--- config.mk ---
export PLATFORM = sky130hd
export DESIGN_NAME = nand_bank_reset
export DESIGN_NICKNAME = d
export VERILOG_FILES = /design/src/rtl/nand_bank_reset.sv
export SDC_FILE = /design/constraint.sdc
export NUM_CORES = 1
export LEC_CHECK = 0
export BUFFER_PORTS_ARGS = -buffer_cell sky130_fd_sc_hd__buf_4
export CAP_MARGIN = 10
export CORE_AREA = 2 2 94 96
export DETAILED_ROUTE_END_ITERATION = 8
export DIE_AREA = 0 0 96 98
export GPL_ROUTABILITY_DRIVEN = 0
export GPL_TIMING_DRIVEN = 0
export PLACE_DENSITY = 0.83
export SLEW_MARGIN = 20
export SYNTH_ARGS = -nofsm -noshare
export SYNTH_HDL_FRONTEND = slang
export SYNTH_SLANG_ARGS = --single-unit
--- constraint.sdc ---
create_clock -name clk -period 2.8 [get_ports clk]
set_input_delay 0.14 -clock clk [delete_from_list [all_inputs] [get_ports clk]]
set_output_delay 0.14 -clock clk [all_outputs]
set_load 0.01 [all_outputs]
--- src/rtl/nand_bank_reset.sv ---
module nand_bank_reset #(
  parameter int NBANK   = 4,
  parameter int TW      = 16,
  parameter int TMO_DEF = 1000,
  parameter int GUARD   = 8
) (
  input  logic             clk,
  input  logic             rst_n,
  input  logic             wr_en,
  input  logic [3:0]       addr,
  input  logic [31:0]      wdata,
  output logic [31:0]      rdata,
  output logic             busy,
  output logic [NBANK-1:0] ce_n,
  output logic             cmd_valid,
  output logic [7:0]       cmd_byte,
  input  logic             rb_n
);
  localparam int BW = $clog2(NBANK);
  localparam int CW = $clog2(NBANK + 1);

  typedef enum logic [1:0] {S_IDLE, S_ISSUE, S_WAIT} st_t;
  st_t st;

  logic [1:0]             rb_sync;
  logic [BW-1:0]          bank, enc;
  logic                   scan, fell;
  logic [CW-1:0]          count;
  logic [TW-1:0]          tmo_lim, cnt;
  logic [NBANK-1:0][2:0]  stat;
  logic [3:0]             sidx;

  wire rb_s       = rb_sync[1];
  wire end_act    = st == S_WAIT && fell && rb_s;
  wire end_nochip = st == S_WAIT && !fell && rb_s && cnt == TW'(GUARD - 1);
  wire end_tmo    = st == S_WAIT && !end_act && !end_nochip && cnt == tmo_lim - TW'(1);
  wire op_end     = end_act | end_nochip | end_tmo;
  wire req_ok     = wr_en && addr == 4'd0 && st == S_IDLE &&
                    $onehot(wdata[NBANK-1:0]) && wdata[31:NBANK] == '0;
  wire scan_go    = wr_en && addr == 4'd1 && wdata[0] && st == S_IDLE;
  assign sidx     = addr - 4'd4;
  wire stat_sel   = addr >= 4'd4 && int'(sidx) < NBANK;

  always_comb begin
    enc = '0;
    for (int i = 0; i < NBANK; i++) if (wdata[i]) enc = BW'(i);
  end

  assign busy      = st != S_IDLE;
  assign ce_n      = busy ? ~(NBANK'(1) << bank) : '1;
  assign cmd_valid = st == S_ISSUE;
  assign cmd_byte  = 8'hFF;

  always_comb begin
    rdata = '0;
    if (addr == 4'd0)      rdata[0] = busy;
    else if (addr == 4'd1) rdata[CW-1:0] = count;
    else if (addr == 4'd2) rdata[TW-1:0] = tmo_lim;
    else if (stat_sel)     rdata[2:0] = stat[sidx[BW-1:0]];
  end

  always_ff @(posedge clk or negedge rst_n) begin
    if (!rst_n) begin
      st <= S_IDLE; rb_sync <= 2'b11; bank <= '0; scan <= 1'b0; fell <= 1'b0;
      count <= '0; tmo_lim <= TW'(TMO_DEF); cnt <= '0; stat <= '0;
    end else begin
      rb_sync <= {rb_sync[0], rb_n};
      if (wr_en && addr == 4'd2) tmo_lim <= wdata[TW-1:0];
      if (wr_en && stat_sel) stat[sidx[BW-1:0]] <= stat[sidx[BW-1:0]] & ~wdata[2:0];
      case (st)
        S_IDLE:
          if (req_ok) begin
            bank <= enc; st <= S_ISSUE;
          end else if (scan_go) begin
            bank <= '0; scan <= 1'b1; stat <= '0; st <= S_ISSUE;
          end
        S_ISSUE: begin
          cnt <= '0; fell <= 1'b0; st <= S_WAIT;
        end
        default: begin
          cnt <= cnt + TW'(1);
          if (!rb_s) fell <= 1'b1;
          if (op_end) begin
            stat[bank] <= stat[bank] | {end_act, end_tmo, end_act | end_nochip};
            st <= S_IDLE;
            if (scan) begin
              if (end_act && int'(bank) != NBANK - 1) begin
                bank <= bank + BW'(1); st <= S_ISSUE;
              end else begin
                count <= end_act ? CW'(bank) + CW'(1) : CW'(bank);
                stat <= '0; scan <= 1'b0;
              end
            end
          end
        end
      endcase
    end
  end

  p_single_ce_r2: assert property (@(posedge clk) disable iff (!rst_n) $onehot0(~ce_n));
  p_cmd_one_bank_r2: assert property (@(posedge clk) disable iff (!rst_n) cmd_valid |-> $onehot(~ce_n));
  p_ignore_busy_r8: assert property (@(posedge clk) disable iff (!rst_n)
    (st == S_WAIT && !scan && !op_end && wr_en && addr == 4'd0) |=> $stable(ce_n));
  p_scan_clear_r10: assert property (@(posedge clk) disable iff (!rst_n) $fell(scan) |-> stat == '0);
  p_count_range_r9: assert property (@(posedge clk) disable iff (!rst_n) int'(count) <= NBANK);
  for (genvar g = 0; g < NBANK; g++) begin : g_chk
    p_act_done_r3: assert property (@(posedge clk) disable iff (!rst_n)
      $rose(stat[g][2]) |-> stat[g][0]);
    p_tmo_no_act_r5: assert property (@(posedge clk) disable iff (!rst_n)
      $rose(stat[g][1]) |-> !$rose(stat[g][2]));
  end
endmodule

==> impl_metrics.ini <==
[pwr]
power.leakage_uw = 0.00230
internal-power_uw = 1990
pwr-share-comb = 0.511
p_clk_frac = 0.140
p_per_area_nw_per_um2 = 673
vdd_drop_max_v = 0.000477
swShare = 0.435
p_switching_uw = 1530
power.share.sequential = 0.349

[synth]
synth-main-ff-cell = dfrtp_1
async_flop_share = 1.00
yosysSeqAreaShare = 0.337
synth_top_area_cell = dfrtp_1
yosys_warnings = 0
synth_seq_cells = 55
synthCells = 451
synthTopCellsByCount = dfrtp_1, nand2_1, o21ai_0
synth_top_area_frac = 0.286
yosysUniqueCellTypes = 69
avgSynthCellArea_um2 = 9.12
netlist_area_um2 = 4120
synth.most_common_cell = dfrtp_1
synth_edf_count = 0
synth.area.top_cells = dfrtp_1, mux2_2, dfstp_2, buf_4, o21ai_0

[sta]
fin_crit_ns = 3.00
slew_headroom = 0.366
timing.final.crit_share = 1.07
finalClockSkew_ns = 0.00462
fin_hold_ws_ns = 0.0618
report.final.slew_viol_count = 0
setup_ws_ns = -0.203
finalSetupTns_ns = -2.79
setup_viol = 17
tightest_slew_ns = 0.944
clock.fmax_mhz = 333
rsz0062_at_grt = yes
final-hold-violation-count = 0

[cells_and_area]
finalInstanceArea_um2 = 5220
antennaDiodeCount = 0
multiInputGateArea_um2 = 2630
drive_above_1_share = 0.333
instances_no_fill = 666
syn_to_final_growth_pct = 26.9
seqCellArea_um2 = 1390
nNetsFinal = 606
fillerInstances = 692

[global_route]
gr-usage-met2 = 0.388
grt_max_degree = 56
grt_pass1_wl_mm = 18.0
gr-usage-met1 = 0.323
top_usage_layer = met2
use_met3 = 0.0340
grt_pass1_vias = 3769
grt_use_total = 0.240
antenna_found_initial = 0
grt.overflow.total = 0

[setup_path]
r2r_slack_ns = -0.20
slowest_stage = or4_4
worstPathCellList = buf_6 -> or4_4 -> or4_4 -> a21oi_4 -> a311oi_4 -> o211a_4 -> a21oi_4 -> buf_6 -> buf_6 -> buf_6 -> a22o_1
setup.worst_path.end_class = flop
cpMostUsedCell = buf_6
required_ns = 3.06
worstReg2RegEnd = stat[11]$_DFF_PN0_
crit_fanout = 6
crit_family = simple AND/OR/NAND/NOR gates
cp.buffers_inverters = 4
startpoint_type = flop
crit_type = reg -> reg
reg2reg_depth = 11
cpPeakStageDelay_ns = 0.56
arrival_ns = 3.26
r2r-start = tmo_lim[2]$_DFFE_PN0P_

[die]
coreArea_um2 = 8470
rows = 34
dieHeight_um = 98
initial_core_util = 0.486
fp.dieArea_um2 = 9410
fp.dieW_um = 96
ioPinCount = 86

[hold_path]
hp-start = wdata[11]
min_to = tmo_lim[11]$_DFFE_PN0P_
min_delay_path_depth = 2
hold_path.class = in -> reg

[job]
maxCapViolCount = 0

[placed_design]
place_area_um2 = 4790
place_inst = 641
dp_hpwl_mm = 8.12
numPortBuffers = 60

[routing]
finalWirelength_mm = 11.5
ant_nets = 0
wl_per_cell_um = 17.2
routed_via_density = 5.99
num_vias = 3987
drtIter0Drc = 248
dr.pass1.iters = 5
drt_drc_violations_left = 0

[clock_network]
cts_max_path_buffers = 2
htreeDepth = 2
clock_sinks = 55
clock-root-buffer = clkbuf_8
clock_latency_ns = 0.32
cts_buffers = 5
cts_tree = yes
cts.clk_slew.worst_paths_ns = 0.10

[run_status]
status = finished, violations left
failed_checks = negative setup slack
cell families (layout without fill, tap and decap cells):
group / count (synthesis) / in the layout / share of synthesized area
simple gates: 176 / 176 / 0.238
compound gates: 85 / 85 / 0.144
buf+inv: 64 / 149 / 0.0851
flops: 55 / 55 / 0.337
mux: 40 / 40 / 0.122
xor+xnor: 20 / 20 / 0.0426
fa+ha+maj: 9 / 9 / 0.0292
other cells: 2 / 24 / 0.00182
stage by stage:
step | total power, µW | util | worst slack [ns]
3_3_place_gp | 2670 | 0.566 | -0.245
4_1_cts | 3340 | 0.598 | -0.185
5_1_grt | 3720 | 0.617 | -0.258
3_5_place_dp | 2730 | 0.566 | -0.365
2_1_floorplan | 2250 | - | 0.0353
6_report | 3520 | 0.617 | -0.203
registers in the layout (all words and copies together) (netlist names):
register  flops
tmo_lim      16
rb_sync       2
scan          1
st            2
count         3
bank          2
stat         12
cnt          16
fell          1
cell type report:
| class | count | area share |
|---|---|---|
| Multi-Input combinational cell | 354 | 0.503 |
| Sequential cell | 55 | 0.266 |
| Tap cell | 108 | 0.0259 |
| Buffer | 40 | 0.0517 |
| Inverter | 20 | 0.0144 |
| Clock inverter | 1 | 0.00144 |
| Clock buffer | 7 | 0.0184 |
| Timing Repair Buffer | 81 | 0.120 |
repair_timing:
item                                    in CTS  in global routing
pin swaps                                   13                 16
hold buffers                                 2                  0
buffers inserted                            12                 10
endpoints found under the setup margin      17                 19
hold endpoints to repair                    48                  0
resized for setup                           20                 22
layer usage:
metal	share of wire	wire, µm	up-vias
met1	0.39	4520	1899
li1	-	-	1810
met3	0.078	896	48
met4	0.042	483	0
met2	0.49	5590	230
met5	0	0	-
power groups by stage:
stage                     registers, µW  logic (µW)  clock network (µW)
after floorplan                    1120        1130                   0
after global placement             1180        1490                   0
after detailed placement           1190        1540                   0
after CTS                          1190        1660                 496
after global routing               1250        1940                 536
final                              1230        1800                 494
layout by cell type, fill, tap and decap left out, types with 3 or more instances in the layout:
cell	synthesis	routed
dfstp_2	8	8
and2_1	20	19
clkbuf_8	0	7
xor2_1	8	8
nor3_1	12	9
nor4_4	2	3
a222oi_1	3	3
xnor2_1	12	12
nand4_1	11	11
a21oi_1	11	8
nor4_1	13	11
buf_6	2	7
or4_4	2	4
o21ai_0	29	27
and3_1	3	3
buf_4	24	100
nor3_2	0	3
mux2_2	21	21
nand3_1	20	20
o211ai_1	3	3
ha_1	8	7
a21oi_2	1	3
clkbuf_1	14	11
dfrtp_1	47	46
nor2b_1	5	5
o22ai_1	5	5
mux4_2	6	6
or3_1	6	5
mux2i_1	13	13
conb_1	2	24
nand2b_1	7	6
nor2_1	28	28
inv_1	19	19
nand2_1	33	33
how the worst max path moves through the flow:
stage	startpoint	endpoint	slack, ns	cells after the start
2_1_floorplan	tmo_lim[2]$_DFFE_PN0P_	stat[3]$_DFF_PN0_	0.04	9
3_3_place_gp	tmo_lim[1]$_DFFE_PN0P_	count[1]$_DFFE_PN0P_	-0.25	11
3_5_place_dp	tmo_lim[1]$_DFFE_PN0P_	stat[4]$_DFF_PN0_	-0.36	11
4_1_cts	tmo_lim[2]$_DFFE_PN0P_	stat[6]$_DFF_PN0_	-0.19	12
5_1_grt	tmo_lim[0]$_DFFE_PN0P_	stat[6]$_DFF_PN0_	-0.26	11
6_report	tmo_lim[2]$_DFFE_PN0P_	stat[11]$_DFF_PN0_	-0.20	11
Note: power is estimated with default switching activity, not from simulation.
